--- src/rtl/ebt_pkg.sv ---
package ebt_pkg;
  typedef enum logic [2:0] {
    PH_IDLE    = 3'd0,
    PH_WAIT_CS = 3'd1,
    PH_WAIT_ER = 3'd2,
    PH_SETUP   = 3'd3,
    PH_STROBE  = 3'd4,
    PH_HOLD    = 3'd5
  } phase_e;

  typedef enum logic [1:0] {
    TURN_NONE = 2'd0,
    TURN_CS   = 2'd1,
    TURN_ER   = 2'd2
  } turn_e;
endpackage

--- src/rtl/ebt_rst_sync.sv ---
module ebt_rst_sync #(
  parameter int STAGES = 2
) (
  input  logic clk,
  input  logic rst_n,
  output logic rst_ok
);
  logic [STAGES-1:0] sh_q;

  always_ff @(posedge clk or negedge rst_n) begin
    if (!rst_n) sh_q <= '0;
    else        sh_q <= {sh_q[STAGES-2:0], 1'b1};
  end

  assign rst_ok = sh_q[STAGES-1];
endmodule

--- src/rtl/ebt_turn_policy.sv ---
module ebt_turn_policy import ebt_pkg::*; #(
  parameter int CSW = 3
) (
  input  logic           prev_valid,
  input  logic [CSW-1:0] prev_cs,
  input  logic           prev_write,
  input  logic [CSW-1:0] next_cs,
  input  logic           next_write,
  output turn_e          turn
);
  // A device switch takes precedence; the early-read gap is only
  // considered when the device stays the same.
  always_comb begin
    turn = TURN_NONE;
    if (prev_valid) begin
      if (prev_cs != next_cs)             turn = TURN_CS;
      else if (prev_write && !next_write) turn = TURN_ER;
    end
  end
endmodule

--- src/rtl/ebt_seq.sv ---
module ebt_seq import ebt_pkg::*; #(
  parameter int NCS      = 6,
  parameter int CSW      = 3,
  parameter int AW       = 16,
  parameter int DW       = 32,
  parameter int NB       = 4,
  parameter int STRB_CYC = 2
) (
  input  logic           clk,
  input  logic           rst_n,
  input  logic           run,
  input  logic           req_valid,
  input  logic           req_write,
  input  logic [CSW-1:0] req_cs,
  input  logic [AW-1:0]  req_addr,
  input  logic [DW-1:0]  req_wdata,
  input  logic [NB-1:0]  req_be,
  output logic           req_ready,
  input  logic [DW-1:0]  bus_din,
  output phase_e         phase,
  output logic [CSW-1:0] cur_cs,
  output logic           cur_write,
  output logic [NB-1:0]  cur_be,
  output logic [AW-1:0]  cur_addr,
  output logic [DW-1:0]  cur_wdata,
  output logic           rsp_valid,
  output logic           rsp_err,
  output logic [DW-1:0]  rsp_rdata
);
  localparam int CNTW = (STRB_CYC > 1) ? $clog2(STRB_CYC) : 1;
  localparam logic [CNTW-1:0] CNT_LAST = CNTW'(STRB_CYC - 1);
  localparam logic [CSW:0]    NCS_W    = (CSW+1)'(NCS);

  phase_e          phase_q, phase_d;
  logic [CNTW-1:0] cnt_q, cnt_d;
  logic            cs_ok, accept, load, bad, cap, in_hold;
  turn_e           turn;

  assign in_hold   = (phase_q == PH_HOLD);
  assign req_ready = run && ((phase_q == PH_IDLE) || in_hold);
  assign cs_ok     = ({1'b0, req_cs} < NCS_W);
  assign accept    = req_valid && req_ready;
  assign load      = accept && cs_ok;
  assign bad       = accept && !cs_ok;
  assign cap       = (phase_q == PH_STROBE) && (cnt_q == '0) && !cur_write;

  ebt_turn_policy #(.CSW(CSW)) u_pol (
    .prev_valid (in_hold),
    .prev_cs    (cur_cs),
    .prev_write (cur_write),
    .next_cs    (req_cs),
    .next_write (req_write),
    .turn       (turn)
  );

  // next-state logic
  always_comb begin
    phase_d = phase_q;
    cnt_d   = cnt_q;
    unique case (phase_q)
      PH_IDLE: begin
        if (load) phase_d = PH_SETUP;
      end
      PH_WAIT_CS, PH_WAIT_ER: begin
        phase_d = PH_SETUP;
      end
      PH_SETUP: begin
        phase_d = PH_STROBE;
        cnt_d   = CNT_LAST;
      end
      PH_STROBE: begin
        if (cnt_q == '0) phase_d = PH_HOLD;
        else             cnt_d   = cnt_q - 1'b1;
      end
      PH_HOLD: begin
        if (load) begin
          unique case (turn)
            TURN_CS: phase_d = PH_WAIT_CS;
            TURN_ER: phase_d = PH_WAIT_ER;
            default: phase_d = PH_SETUP;
          endcase
        end else begin
          phase_d = PH_IDLE;
        end
      end
      default: phase_d = PH_IDLE;
    endcase
  end

  // control registers
  always_ff @(posedge clk or negedge rst_n) begin
    if (!rst_n) begin
      phase_q   <= PH_IDLE;
      cnt_q     <= '0;
      cur_cs    <= '0;
      cur_write <= 1'b0;
      cur_be    <= '0;
      rsp_valid <= 1'b0;
      rsp_err   <= 1'b0;
    end else begin
      phase_q   <= phase_d;
      cnt_q     <= cnt_d;
      rsp_valid <= cap || bad;
      rsp_err   <= bad;
      if (load) begin
        cur_cs    <= req_cs;
        cur_write <= req_write;
        cur_be    <= req_be;
      end
    end
  end

  // data registers, clock-enabled, no reset
  always_ff @(posedge clk) begin
    if (load) begin
      cur_addr  <= req_addr;
      cur_wdata <= req_wdata;
    end
    if (cap) rsp_rdata <= bus_din;
  end

  assign phase = phase_q;
endmodule

--- src/rtl/ebt_pin_drive.sv ---
module ebt_pin_drive import ebt_pkg::*; #(
  parameter int NCS = 6,
  parameter int CSW = 3,
  parameter int AW  = 16,
  parameter int DW  = 32,
  parameter int NB  = 4
) (
  input  phase_e         phase,
  input  logic [CSW-1:0] cur_cs,
  input  logic           cur_write,
  input  logic [NB-1:0]  cur_be,
  input  logic [AW-1:0]  cur_addr,
  input  logic [DW-1:0]  cur_wdata,
  output logic [NCS-1:0] bus_cs_n,
  output logic           bus_rd_n,
  output logic [NB-1:0]  bus_wr_n,
  output logic [NB-1:0]  bus_be_n,
  output logic [AW-1:0]  bus_addr,
  output logic [DW-1:0]  bus_dout,
  output logic           bus_doe
);
  logic active, strobe;

  assign active = (phase == PH_SETUP) || (phase == PH_STROBE) || (phase == PH_HOLD);
  assign strobe = (phase == PH_STROBE);

  for (genvar g = 0; g < NCS; g++) begin : g_cs
    assign bus_cs_n[g] = !(active && (cur_cs == CSW'(g)));
  end

  assign bus_be_n = active ? ~cur_be : '1;
  assign bus_rd_n = !(strobe && !cur_write);
  assign bus_wr_n = (strobe && cur_write) ? ~cur_be : '1;
  assign bus_doe  = active && cur_write;
  assign bus_addr = cur_addr;
  assign bus_dout = cur_wdata;
endmodule

--- src/rtl/ebus_turnaround.sv ---
module ebus_turnaround import ebt_pkg::*; #(
  parameter int NCS      = 6,
  parameter int AW       = 16,
  parameter int DW       = 32,
  parameter int STRB_CYC = 2,
  localparam int CSW     = $clog2(NCS),
  localparam int NB      = DW / 8
) (
  input  logic           clk,
  input  logic           rst_n,
  input  logic           req_valid,
  output logic           req_ready,
  input  logic           req_write,
  input  logic [CSW-1:0] req_cs,
  input  logic [AW-1:0]  req_addr,
  input  logic [DW-1:0]  req_wdata,
  input  logic [NB-1:0]  req_be,
  output logic           rsp_valid,
  output logic           rsp_err,
  output logic [DW-1:0]  rsp_rdata,
  output logic [NCS-1:0] bus_cs_n,
  output logic           bus_rd_n,
  output logic [NB-1:0]  bus_wr_n,
  output logic [NB-1:0]  bus_be_n,
  output logic [AW-1:0]  bus_addr,
  output logic [DW-1:0]  bus_dout,
  output logic           bus_doe,
  input  logic [DW-1:0]  bus_din
);
  logic           run;
  phase_e         phase;
  logic [CSW-1:0] cur_cs;
  logic           cur_write;
  logic [NB-1:0]  cur_be;
  logic [AW-1:0]  cur_addr;
  logic [DW-1:0]  cur_wdata;

  ebt_rst_sync #(.STAGES(2)) u_rst (
    .clk    (clk),
    .rst_n  (rst_n),
    .rst_ok (run)
  );

  ebt_seq #(
    .NCS(NCS), .CSW(CSW), .AW(AW), .DW(DW), .NB(NB), .STRB_CYC(STRB_CYC)
  ) u_seq (
    .clk       (clk),
    .rst_n     (rst_n),
    .run       (run),
    .req_valid (req_valid),
    .req_write (req_write),
    .req_cs    (req_cs),
    .req_addr  (req_addr),
    .req_wdata (req_wdata),
    .req_be    (req_be),
    .req_ready (req_ready),
    .bus_din   (bus_din),
    .phase     (phase),
    .cur_cs    (cur_cs),
    .cur_write (cur_write),
    .cur_be    (cur_be),
    .cur_addr  (cur_addr),
    .cur_wdata (cur_wdata),
    .rsp_valid (rsp_valid),
    .rsp_err   (rsp_err),
    .rsp_rdata (rsp_rdata)
  );

  ebt_pin_drive #(
    .NCS(NCS), .CSW(CSW), .AW(AW), .DW(DW), .NB(NB)
  ) u_pin (
    .phase     (phase),
    .cur_cs    (cur_cs),
    .cur_write (cur_write),
    .cur_be    (cur_be),
    .cur_addr  (cur_addr),
    .cur_wdata (cur_wdata),
    .bus_cs_n  (bus_cs_n),
    .bus_rd_n  (bus_rd_n),
    .bus_wr_n  (bus_wr_n),
    .bus_be_n  (bus_be_n),
    .bus_addr  (bus_addr),
    .bus_dout  (bus_dout),
    .bus_doe   (bus_doe)
  );
endmodule

--- config.mk ---
export PLATFORM = sky130hd
export DESIGN_NAME = ebus_turnaround
export DESIGN_NICKNAME = d
export VERILOG_FILES = /design/src/rtl/ebt_pkg.sv /design/src/rtl/ebt_rst_sync.sv /design/src/rtl/ebt_turn_policy.sv /design/src/rtl/ebt_seq.sv /design/src/rtl/ebt_pin_drive.sv /design/src/rtl/ebus_turnaround.sv
export SDC_FILE = /design/constraint.sdc
export NUM_CORES = 1
export LEC_CHECK = 0
export BUFFER_PORTS_ARGS = -buffer_cell sky130_fd_sc_hd__buf_2
export CAP_MARGIN = 20
export CORE_MARGIN = 2
export CORE_UTILIZATION = 46
export CTS_BUF_LIST = sky130_fd_sc_hd__clkbuf_8
export DETAILED_ROUTE_END_ITERATION = 16
export PLACE_DENSITY = 0.81
export SLEW_MARGIN = 25
export SYNTH_ARGS = -nofsm -noshare
export SYNTH_HDL_FRONTEND = slang
export SYNTH_HIERARCHICAL = 1
export SYNTH_SLANG_ARGS = --single-unit
--- constraint.sdc ---
create_clock -name clk -period 4.7 [get_ports clk]
set_clock_uncertainty 0.1 [all_clocks]
set_input_delay 0.94 -clock clk [delete_from_list [all_inputs] [get_ports clk]]
set_output_delay 0.94 -clock clk [all_outputs]
set_load 0.05 [all_outputs]
==> results.cfg <==
[placed_design]
place_hpwl_um = 5030
place_worst_setup_slack_ps = 2060
dp.cells = 459
port_buffers = 189
place_congestion = 0.777

[clock_network]
cts_tree = yes
numCtsBuffers = 9
clk_pin_slew_ps = 90
clock_latency_ps = 340
cts_setup_buffers = 0
cts_max_path_buffers = 2
numClockSinks = 96
cts_resized = 0
root_buffer = clkbuf_8
cts-hold-fix-buffers = 0
cts_htree_levels = 3

[sta]
slew_violations = 0
maxSlewHeadroom_pct = 55.4
period_share_pct = 62.6
worst_slew_pin_slew_ps = 669
layout_setup_ws_ps = 1760
fin_crit_ps = 2940
fmax_mhz = 340
hold_violations = 0
rsz0062_at_grt = false
setup_tns_ps = 0
setup_viol = 0

[route]
vias = 2158
dr.pass1.iters = 4
drt-total-wl_um = 6550
drc = 0
drtIter0Drc = 85
via_per_inst = 4.54
ant_nets = 0
wl_per_cell_um = 13.8

[die]
initial_utilization_pct = 47.6
coreArea_um2 = 7730
row_count = 32
die_w_um = 93.4
die-area_um2 = 8730
num_io_pins = 190
die_h_um = 93.4

[synthesis]
synth_warnings = 6
avgSynthCellArea_um2 = 16.7
ys_top_cells_by_area = edfxtp_1 65%, dfrtp_1 11%, buf_4 9.8%, mux2_2 1.8%, o21ai_0 1.4%
synth_common_cells = 80 x edfxtp_1, 48 x buf_4, 16 x dfrtp_1, 10 x o21ai_0, 9 x nand2_1
synthCells = 220
synth.top_cell.area_share_pct = 65.3
synth_edf_count = 80
synth_top_area_cell = edfxtp_1
synth.distinct_cells = 34
ys.flop_type = edfxtp_1
synthesis.nets = 311
synth_seq_cells = 96
async_flop_share_pct = 16.7
yosysSeqAreaShare_pct = 76.2
synth_most_common_cell = edfxtp_1
synth_area_um2 = 3680

[worst_setup_path]
crit_start = u_seq/phase[2]$_DFFE_PN0P_
required_ps = 3660
critPathTopFamily = flip-flops
cp-end-kind = output pin
cp_max_fo = 15
worst_r2r_startpoint = u_seq/phase[0]$_DFFE_PN0P_
crit_buf_inv = 1
cp_data_arrival_time_ps = 1900
cp_cell_sequence = nor2b_1 -> o21a_1 -> buf_2
start_kind = flip-flop
max_stage_delay_ps = 580
cp_slowest_cell = dfrtp_1
crit_type = reg2out

[power_and_ir_drop]
pwr-share-clk_pct = 20.7
p_leak_nw = 1.90
irDropWorstVdd_mv = 0.237
sw_frac_of_total_pct = 36.4
switchingPower_mw = 0.798
power_frac_comb_pct = 27.3
p_int_mw = 1.40
p_per_area_nw_per_um2 = 483
pwr-share-seq_pct = 52.0

[global_routing]
overflow = 0
grt_pass1_wl_um = 9300
grt_antenna_before_repair = 0
grt_max_degree = 57
first_global_vias = 2012
grt.total_usage_pct = 14.4

[final_layout]
drive_above_1_share_pct = 57.9
fin_cells = 475
syn2layout_area_growth_pct = 23.6
n_antenna_cell = 0
fin_nets = 459
fillCellCount = 636

[worst_hold_path]
worst_hold_path_type = reg2reg
hp-start = u_rst/sh_q[0]$_DFF_PN0_

[status]
status = complete, no violations

[flow_run]
cap_violations = 0
[sequential cells by signal, summed over array words and instances, names as in the netlist]
signal	cells
u_rst/sh_q	2
u_seq/cnt_q	1
u_seq/cur_be	4
u_seq/rsp_rdata	32
u_seq/rsp_err	1
u_seq/cur_cs	3
u_seq/rsp_valid	1
u_seq/cur_write	1
u_seq/cur_addr	16
u_seq/phase	3
u_seq/cur_wdata	32
[placed cells by master (no fill, tap or decap), types with 2 or more instances in the layout]
cell type / Yosys / final
clkinvlp_4: 0 / 2
and3b_1: 2 / 2
or4b_1: 2 / 2
o211ai_1: 2 / 2
nor3b_1: 2 / 2
o22a_1: 2 / 2
mux2_2: 6 / 6
buf_2: 1 / 189
dfrtp_1: 16 / 16
o21ai_0: 10 / 10
o2111ai_1: 3 / 3
nand2_1: 9 / 9
buf_4: 48 / 2
clkbuf_8: 0 / 9
clkinv_2: 0 / 2
inv_6: 0 / 2
nand3b_1: 2 / 2
nor2_1: 7 / 6
edfxtp_1: 80 / 80
xor2_1: 5 / 5
inv_1: 3 / 4
[power by group through the flow]
stage / Clock, mW / Combinational [mW] / Sequential (mW)
global route: 0.509 / 0.638 / 1.16
CTS: 0.475 / 0.602 / 1.14
global placement: 0 / 0.590 / 1.15
finish: 0.455 / 0.599 / 1.14
detailed placement: 0 / 0.601 / 1.16
floorplan: 0 / 0.515 / 1.14
[layer usage]
metal  vias to the layer above  part of all wire, %  global-route usage [%]
met5                         -                    0                       0
met4                         0                  1.3                    6.62
met3                         8                   11                    5.72
met2                       129                   48                    23.3
met1                       973                   39                    16.9
li1                       1048                    -                       -
[path summary, 6_finish.rpt]
check                                                    to  slack, ps  cells after the start
worst min-delay path                u_rst/sh_q[1]$_DFF_PN0_        260                      0
worst max register to register  u_seq/cur_be[1]$_DFFE_PN0N_       2360                      4
worst min register to register      u_rst/sh_q[1]$_DFF_PN0_        260                      0
max in group asynchronous        u_seq/phase[1]$_DFFE_PN0P_       3840                      1
worst max-delay path                                bus_doe       1760                      3
min in group asynchronous           u_rst/sh_q[0]$_DFF_PN0_        400                      1
[kinds of logic (layout without fill, tap and decap cells)]
kind of cell           Yosys count  in the layout  synth area share (%)
flip-flops                      96             96                  76.2
buffers and inverters           57            210                  10.9
AND/OR/NAND/NOR                 33             33                  5.85
AO/OA/AOI/OAI                   22             22                  3.91
multiplexers                     6              6                  1.84
XOR/XNOR                         5              5                  1.19
other                            1              1                 0.102
[final cells by class]
type | count | area (µm²) | share of cell area (%)
Inverter | 3 | 11.3 | 0.248
Tap cell | 102 | 128 | 2.81
Sequential cell | 96 | 2800 | 61.6
Clock inverter | 7 | 46.3 | 1.02
Timing Repair Buffer | 191 | 961 | 21.1
Clock buffer | 9 | 124 | 2.72
Multi-Input combinational cell | 67 | 477 | 10.5
[through the flow]
stage | power, mW | hold WS, ps | instance area [µm²] | util (%)
final | 2.20 | 261 | 4550 | 58.9
after global routing | 2.31 | 286 | 4550 | 58.9
after floorplan | 1.66 | 231 | 3680 | -
after CTS | 2.22 | 266 | 4550 | 58.9
after detailed placement | 1.76 | 245 | 4380 | 56.7
after global placement | 1.74 | 236 | 4380 | 56.7
(Power assumes the default switching activity.)
